File: src/rtl/spc_pkg.sv
package spc_pkg;

    typedef enum logic {
        ST_EMPTY = 1'b0,
        ST_HALF  = 1'b1
    } pair_state_e;

    typedef struct packed {
        logic strobe;
        logic addr;
    } lane_t;

    typedef struct packed {
        logic hi;
        logic lo;
    } pair_t;

    localparam int LANE_W = $bits(lane_t);

    // A threshold of zero is treated as one.
    function automatic int unsigned eff_limit(input int unsigned t);
        return (t == 0) ? 1 : t;
    endfunction

endpackage

File: src/rtl/spc_sync.sv
module spc_sync #(
    parameter int W      = 2,
    parameter int STAGES = 2
) (
    input  logic         clk,
    input  logic         rst,
    input  logic [W-1:0] d,
    output logic [W-1:0] q
);
    logic [W-1:0] chain [STAGES];

    generate
        for (genvar i = 0; i < STAGES; i++) begin : g_stage
            if (i == 0) begin : g_first
                always_ff @(posedge clk) begin
                    if (rst) chain[i] <= '1;
                    else     chain[i] <= d;
                end
            end else begin : g_next
                always_ff @(posedge clk) begin
                    if (rst) chain[i] <= '1;
                    else     chain[i] <= chain[i-1];
                end
            end
        end
    endgenerate

    assign q = chain[STAGES-1];
endmodule

File: src/rtl/spc_edge.sv
module spc_edge
    import spc_pkg::*;
(
    input  logic  clk,
    input  logic  rst,
    input  lane_t cur,
    output logic  rise,
    output logic  fall
);
    logic prev_strobe;

    always_ff @(posedge clk) begin
        if (rst) prev_strobe <= 1'b1;
        else     prev_strobe <= cur.strobe;
    end

    assign rise = !prev_strobe &&  cur.strobe;
    assign fall =  prev_strobe && !cur.strobe;
endmodule

File: src/rtl/spc_pair_fsm.sv
module spc_pair_fsm
    import spc_pkg::*;
#(
    parameter int CNT_W = 8
) (
    input  logic             clk,
    input  logic             rst,
    input  logic             rise,
    input  logic             fall,
    input  logic             addr,
    input  logic [CNT_W-1:0] limit,
    output pair_t            pair_q,
    output logic             valid,
    output logic             perr,
    output logic             lerr,
    output pair_state_e      st
);
    localparam logic [CNT_W-1:0] CNT_MAX = '1;

    logic             lo_bit;
    logic [CNT_W-1:0] low_cnt;
    logic [CNT_W-1:0] low_nxt;
    logic [CNT_W-1:0] lim_eff;
    logic             low_hit;

    assign lim_eff = CNT_W'(eff_limit(32'(limit)));
    assign low_nxt = (low_cnt == CNT_MAX) ? low_cnt : low_cnt + 1'b1;
    assign low_hit = (low_nxt >= lim_eff);

    always_ff @(posedge clk) begin
        if (rst) begin
            st      <= ST_EMPTY;
            lo_bit  <= 1'b0;
            low_cnt <= '0;
            pair_q  <= '0;
            valid   <= 1'b0;
            perr    <= 1'b0;
            lerr    <= 1'b0;
        end else begin
            valid <= 1'b0;
            case (st)
                ST_EMPTY: begin
                    if (fall) begin
                        lo_bit  <= addr;
                        low_cnt <= '0;
                        st      <= ST_HALF;
                    end else if (rise) begin
                        perr <= 1'b1;
                    end
                end
                ST_HALF: begin
                    if (rise) begin
                        pair_q <= '{hi: addr, lo: lo_bit};
                        valid  <= 1'b1;
                        st     <= ST_EMPTY;
                    end else if (low_hit) begin
                        lerr <= 1'b1;
                        st   <= ST_EMPTY;
                    end else begin
                        low_cnt <= low_nxt;
                    end
                end
                default: st <= ST_EMPTY;
            endcase
        end
    end
endmodule

File: src/rtl/spc_idle_mon.sv
module spc_idle_mon
    import spc_pkg::*;
#(
    parameter int CNT_W = 8
) (
    input  logic             clk,
    input  logic             rst,
    input  lane_t            lane,
    input  logic [CNT_W-1:0] limit,
    output logic             idle
);
    localparam logic [CNT_W-1:0] CNT_MAX = '1;

    logic [CNT_W-1:0] cnt;
    logic [CNT_W-1:0] cnt_nxt;
    logic [CNT_W-1:0] lim_eff;
    logic             quiet;

    assign quiet   = lane.strobe && lane.addr;
    assign lim_eff = CNT_W'(eff_limit(32'(limit)));
    assign cnt_nxt = (cnt == CNT_MAX) ? cnt : cnt + 1'b1;

    always_ff @(posedge clk) begin
        if (rst) begin
            cnt  <= '0;
            idle <= 1'b0;
        end else if (!quiet) begin
            cnt  <= '0;
            idle <= 1'b0;
        end else begin
            cnt  <= cnt_nxt;
            idle <= (cnt_nxt >= lim_eff);
        end
    end
endmodule

File: src/rtl/strobe_pair_capture.sv
module strobe_pair_capture
    import spc_pkg::*;
#(
    parameter int SYNC_STAGES = 2,
    parameter int CNT_W       = 8
) (
    input  logic             clk,
    input  logic             rst,
    input  logic             strb_in,
    input  logic             addr_in,
    input  logic [CNT_W-1:0] idle_thresh,
    output logic [1:0]       pair_data,
    output logic             pair_valid,
    output logic             bus_idle,
    output logic             proto_err,
    output logic             len_err
);
    lane_t       raw_lane;
    lane_t       sy_lane;
    logic        rise;
    logic        fall;
    pair_t       pair_q;
    pair_state_e st;

    assign raw_lane = '{strobe: strb_in, addr: addr_in};

    spc_sync #(.W(LANE_W), .STAGES(SYNC_STAGES)) u_sync (
        .clk (clk),
        .rst (rst),
        .d   (raw_lane),
        .q   (sy_lane)
    );

    spc_edge u_edge (
        .clk  (clk),
        .rst  (rst),
        .cur  (sy_lane),
        .rise (rise),
        .fall (fall)
    );

    spc_pair_fsm #(.CNT_W(CNT_W)) u_fsm (
        .clk    (clk),
        .rst    (rst),
        .rise   (rise),
        .fall   (fall),
        .addr   (sy_lane.addr),
        .limit  (idle_thresh),
        .pair_q (pair_q),
        .valid  (pair_valid),
        .perr   (proto_err),
        .lerr   (len_err),
        .st     (st)
    );

    spc_idle_mon #(.CNT_W(CNT_W)) u_idle (
        .clk   (clk),
        .rst   (rst),
        .lane  (sy_lane),
        .limit (idle_thresh),
        .idle  (bus_idle)
    );

    assign pair_data = pair_q;
endmodule

File: config.mk
export PLATFORM = sky130hd
export DESIGN_NAME = strobe_pair_capture
export DESIGN_NICKNAME = d
export VERILOG_FILES = /design/src/rtl/spc_pkg.sv /design/src/rtl/spc_sync.sv /design/src/rtl/spc_edge.sv /design/src/rtl/spc_pair_fsm.sv /design/src/rtl/spc_idle_mon.sv /design/src/rtl/strobe_pair_capture.sv
export SDC_FILE = /design/constraint.sdc
export NUM_CORES = 1
export LEC_CHECK = 0
export ABC_CLOCK_PERIOD_IN_PS = 4400
export BUFFER_PORTS_ARGS = -buffer_cell sky130_fd_sc_hd__buf_2
export CORE_MARGIN = 2
export CORE_UTILIZATION = 25
export DETAILED_ROUTE_END_ITERATION = 10
export PLACE_DENSITY = 0.46
export SYNTH_ARGS = -nofsm -noshare
export SYNTH_HDL_FRONTEND = slang
export SYNTH_HIERARCHICAL = 1
export SYNTH_SLANG_ARGS = --single-unit
File: constraint.sdc
create_clock -name clk -period 4.4 [get_ports clk]
set_input_delay 0.66 -clock clk [delete_from_list [all_inputs] [get_ports clk]]
set_output_delay 0.66 -clock clk [all_outputs]
set_load 0.05 [all_outputs]
-- After elaboration in Yosys (flattened, before gate mapping)
Memory sizes are Yosys's and may differ from the RTL's.
Cells that the tools add are included.
- bits in registers: 25
- bits in latches: 0
- memory bits (writable): 4
- memory bits (read-only): 0
- output and inout bits: 6
- memories kept: 1
- memories (memory ; depth ; bits a word ; rd ports ; clocked after memory_dff ; wr ports ; RTL line ; source):
    u_sync.chain ; 2 ; 2 ; 2 ; 0 ; 2 ; spc_sync.sv:10 ; logic [W-1:0] chain [STAGES];
- add/subtract/negate cells: 2
- $mul: 0
- div/mod/pow operators: 0
- magnitude comparators: 2
- equal/unequal tests: 5
- shifts and indexed selects: 0
- multiplexer cells: 17
- bitwise logic cells: 6
- reduce and logical (&&, ||, !) cells: 13
- operator list (operator ; number):
    8-bit two-way mux ; 6
    8-bit by 1-bit adder with 8-bit output (second input constant) ; 2
    8-bit equality test (second input constant) ; 2
    8-bit >= comparator ; 2
    8-bit case mux with 2 select lines ; 1
    3-bit AND reduction ; 3
    8-bit logical NOT ; 1
    1-bit two-way mux ; 7
    2-bit != test (second input constant) ; 3
    2-bit two-way mux ; 2
    1-bit inverter ; 4
    2-bit AND reduction ; 2
    2-bit OR reduction ; 2
    1-bit logical AND ; 3
    1-bit logical NOT ; 2
    1-bit OR ; 2
    1-bit case mux with 2 select lines ; 1

-- Longest topological paths before layout
- depth after elaboration: 6
- mapped depth: 13
- gate-level depth less buffers: 11

-- Hierarchy
Netlist, hierarchy kept.
- by module, submodules not included (module ; times used ; cells each ; area an instance (um^2) ; sequential area each (um^2)):
    spc_pair_fsm ; 1 ; 126 ; 987.2 ; 300.3
    spc_idle_mon ; 1 ; 76 ; 628.1 ; 180.2
    spc_sync ; 1 ; 8 ; 105.1 ; 80.1
    spc_edge ; 1 ; 4 ; 40.0 ; 20.0

-- Least setup slack after synthesis
OpenSTA, ideal clock, no wires.
- kind: register to register
- start point: register u_fsm.low_cnt[0]
- end point: register u_fsm.low_cnt[0]
- data arrival time: 2.863 ns
- data required time: 4.271 ns
- setup slack: 1.408 ns
- stages on the path, launching flop included: 14
- path buffers: 2
- clock period less this slack: 2.992 ns
- cells stage by stage: dfxtp_1 -> ha_1 -> nand4_1 -> or2_2 -> clkbuf_1 -> and2_1 -> or2_2 -> ha_1 -> nand2_1 -> o21ai_0 -> a21o_1 -> buf_6 -> mux2i_1 -> a211oi_1
- word-level cells in the longest chain between the ends: 5
- RTL lines (element ; RTL line ; source):
    start, declared ; spc_pair_fsm.sv:21 ; logic [CNT_W-1:0] low_cnt;
    start signal, assigned ; spc_pair_fsm.sv:60 ; low_cnt <= low_nxt;
    8-bit by 1-bit adder with 8-bit output / 8-bit equality test (equally long branches) ; spc_pair_fsm.sv:27 ; assign low_nxt = (low_cnt == CNT_MAX) ? low_cnt : low_cnt + 1'b1;
    8-bit two-way mux * ; spc_pair_fsm.sv:27 ;
    8-bit >= comparator / 8-bit two-way mux (equally long branches) ; spc_pair_fsm.sv:28, spc_pair_fsm.sv:56 ;
    2-bit != test (no line) / 8-bit two-way mux (equally long branches) ; n/a ;
    3-bit AND reduction (no line) / 8-bit case mux with 2 select lines (equally long branches) ; n/a ;
Mark *: on every way between the ends. The rest lies on a longest branch, timed or not. The select of a mux whose other input is x is not followed.
A chain may end at the register's enable or synchronous reset.

-- Worst setup path in the final report
Same ends and word-level chain as after synthesis.

==> flow_summary.yaml <==
synth:
  yosys.area_share.adder: 0.128
  synth_ff_type: "sky130_fd_sc_hd__dfxtp_1"
  synth-xor-area-share: 0.00995
  synth_top_family_by_area: "simple AND/OR/NAND/NOR gates"
  post_synthesis_area_per_instance_um2: 8.23
  synth-simple-area-share: 0.290
  syn_area_um2: 1760
  synth.area.mux_share: 0.0391
  yosys.area.top_type_share: 0.330
  netlist.top_cell.by_area: "sky130_fd_sc_hd__dfxtp_1"
  synth-edff-count: 0
  number_of_cells_produced_by_synthesis: 214
  synth.lib_cells_used.distinct: 42
  yosysSeqAreaShare: 0.330
  synth_fp_nets: 244
  synth.area.top_cells: "sky130_fd_sc_hd__dfxtp_1 33%, sky130_fd_sc_hd__ha_1 13%, sky130_fd_sc_hd__nor2_1 4.9%, sky130_fd_sc_hd__nand3_1 4.5%, sky130_fd_sc_hd__a21oi_1 4.3%"
  synthesis.yosys.warnings: 6
  async_reset_ff_frac: 0
  compound_gate_fraction_of_synth_area: 0.154
  synth-seq-cells: 29
floorplanning:
  die_w_um: 87.9
  die_height_um: 87.9
  std_cell_rows: 30
  initial_core_utilization: 0.259
  die_area_um2: 7730
  boundary_pin_count: 18
  placeableCoreArea_um2: 6790
sta:
  slew_violations: 0
  skew_ns: 0.00697
  achievable-frequency_mhz: 306
  setup_violations: 0
  worst-slew-pin-transition_ns: 0.480
  final.min_clock_period_ns: 3.27
  finalHoldViolCount: 0
  setup_repair_after_global_routing_missed_its_margin: "no"
  final.period_utilization: 0.743
  finalSetupTns_ns: 0
  maxSlewHeadroom: 0.677
min_path:
  hold_class: "reg2reg"
critical_path:
  cp_data_arrival_time_ns: 3.44
  cp-start-kind: "flip-flop"
  required_time_worst_endpoint_ns: 4.57
  criticalPathCategory: "reg2reg"
  worst-path-max-fanout: 9
  end_kind: "flip-flop"
outcome:
  result_of_the_run: "finished, final reports clean"
placed_design:
  io_buffers: 17
  dp_hpwl_um: 3020
  routabilityCongestion: 0.762
final_layout:
  final-seq-area_um2: 581
  area_of_the_multi_input_gates_um2: 1090
  fraction_of_final_layout_cells_with_drive_strength_greater_than_1: 0.153
  design.final.nets: 264
  num_antenna_cells: 0
  fillers: 717
  flow.area_growth_from_synthesis_pct: 17.2
  utilization: 0.304
clocking:
  worstSkewPairLatency_ns: 0.29
  cts_tree: "yes"
  clk_pin_slew_worst_paths_ns: 0.07
  cts-root-buf: "sky130_fd_sc_hd__clkbuf_8"
  ctsHtreeMaxLevel: 2
  postCtsResizedCells: 0
  post_cts_hold_buffer_count: 0
  tritoncts_buffer_count: 5
  cts_setup_buffers: 0
  cts_sinks: 29
  cts_max_path_buffers: 2
global_route:
  global_route.overflow_total: 0
  globalRouteTotalUtil: 0.116
  vias_in_the_first_global_route: 1543
  antenna_violations_before_repair: 0
  grt_pass1_wl_um: 6910
  grt_max_degree: 21
power_and_ir_drop:
  pwr_density_cell_nw_per_um2: 304
  p_seq_frac: 0.436
  vdd_drop_max_mv: 0.153
  power_frac_comb: 0.089
  power_switching_share: 0.242
  power.leakage_nw: 0.920
  power.net_switching_w: 0.000152
  power.share.clock: 0.475
  p_int_w: 0.000476
route:
  final_antenna_net_count: 0
  avgRoutedWirePerCell_um: 12.0
  drt_wl_total_um: 3970
  route.vias.total: 1514
  drt-initial-drc-count: 29
  drt-vias-per-instance: 4.57
  drt_pass1_iterations: 4
  detail_route.drc_violations: 0
run:
  cap_violations: 0
## worst paths after layout
path	from	end	slack, ns	cells past startpoint
max	u_fsm/low_cnt[0]	u_fsm/low_cnt[0]	1.13	11
min	u_sync/chain[0][0]	u_sync/chain[1][0]	0.41	1
max reg2reg	u_fsm/low_cnt[0]	u_fsm/low_cnt[0]	1.13	11
min reg2reg	u_sync/chain[0][0]	u_sync/chain[1][0]	0.41	1
## power by group through the flow
stage          sequential (W)  clock, W  combinational [W]
3_3_place_gp         0.000280         0          0.0000559
6_report             0.000274  0.000298          0.0000557
5_1_grt              0.000275  0.000319          0.0000641
4_1_cts              0.000274  0.000304          0.0000569
3_5_place_dp         0.000280         0          0.0000566
2_1_floorplan        0.000280         0          0.0000379
## final cells by class
class | count | share of cell area
Clock buffer | 6 | 0.0400
Clock inverter | 2 | 0.0182
Inverter | 17 | 0.0309
Multi-Input combinational cell | 164 | 0.530
Sequential cell | 29 | 0.281
Tap cell | 96 | 0.0582
Timing Repair Buffer | 17 | 0.0412
## Yosys cell counts, types with 2 or more instances
cell,instances
sky130_fd_sc_hd__o21a_1,5
sky130_fd_sc_hd__and2b_1,2
sky130_fd_sc_hd__nand4_1,2
sky130_fd_sc_hd__a21oi_1,15
sky130_fd_sc_hd__or2_2,3
sky130_fd_sc_hd__ha_1,18
sky130_fd_sc_hd__dfxtp_1,29
sky130_fd_sc_hd__clkbuf_1,3
sky130_fd_sc_hd__o21ai_0,6
sky130_fd_sc_hd__nand2b_1,4
sky130_fd_sc_hd__and2_1,2
sky130_fd_sc_hd__a211oi_1,5
sky130_fd_sc_hd__or2_1,5
sky130_fd_sc_hd__mux2i_1,2
sky130_fd_sc_hd__nor4_1,2
sky130_fd_sc_hd__a41o_1,2
sky130_fd_sc_hd__and3_1,3
sky130_fd_sc_hd__nor2_1,23
sky130_fd_sc_hd__nand2_1,15
sky130_fd_sc_hd__a31oi_1,2
sky130_fd_sc_hd__nor2b_1,2
sky130_fd_sc_hd__mux2_2,3
sky130_fd_sc_hd__a21o_1,2
sky130_fd_sc_hd__nor3_1,9
sky130_fd_sc_hd__inv_1,17
sky130_fd_sc_hd__and4b_1,2
sky130_fd_sc_hd__nand3_1,16
## routing by layer
metal	GRT usage	vias to the layer above	share of wire
met1	0.155	687	0.53
li1	-	803	-
met3	0.0292	4	0.029
met2	0.178	20	0.43
met5	0	-	0
met4	0.0462	0	0.015
## through the flow
step	total power [W]	hold WS, ns	setup WS (ns)	instance area, um2	instances
3_3_place_gp	0.000336	0.394	1.20	1940	323
5_1_grt	0.000658	0.451	0.885	2060	331
3_5_place_dp	0.000336	0.394	1.15	1940	323
4_1_cts	0.000635	0.410	1.13	2060	331
6_report	0.000628	0.407	1.13	2060	331
2_1_floorplan	0.000318	0.383	1.41	1760	214
## cell families (layout without fill, tap and decap cells)
| logic type | count (synthesis) | count (layout) |
|---|---|---|
| fa+ha+maj | 18 | 18 |
| buf+inv | 21 | 42 |
| mux | 6 | 6 |
| simple gates | 97 | 97 |
| xor+xnor | 2 | 2 |
| flops | 29 | 29 |
| compound gates | 41 | 41 |
## state kept, by name, indices dropped and copies added (netlist names)
register and flops:
u_fsm/valid 1, u_fsm/lo_bit 1, u_fsm/perr 1, u_fsm/pair_q 2, u_edge/prev_strobe 1, u_sync/chain 4
u_fsm/low_cnt 8, u_idle/cnt 8, u_fsm/st 1, u_idle/idle 1, u_fsm/lerr 1
## critical path, cell delays in order, from the launching register on
cell                       delay (ns)
sky130_fd_sc_hd__dfxtp_1         0.44
sky130_fd_sc_hd__ha_1            0.30
sky130_fd_sc_hd__nand4_1         0.15
sky130_fd_sc_hd__or2_2           0.37
sky130_fd_sc_hd__and2_1          0.18
sky130_fd_sc_hd__or2_2           0.27
sky130_fd_sc_hd__ha_1            0.27
sky130_fd_sc_hd__nand2_1         0.04
sky130_fd_sc_hd__o21ai_0         0.41
sky130_fd_sc_hd__a21o_1          0.39
sky130_fd_sc_hd__mux2i_1         0.23
sky130_fd_sc_hd__a211oi_1        0.09
## layout by cell type (no fill, tap or decap), drive strengths merged, types with 3 or more instances in the layout
cell    count
nor3       10
nor2       23
nand2b      4
ha         18
mux2        4
o21ai       6
clkbuf      6
a211oi      5
inv        17
a21oi      16
buf        17
or2         8
o21a        5
dfxtp      29
nand3      16
and3        3
nand2      16
Note: power is estimated with default switching activity, not from simulation.
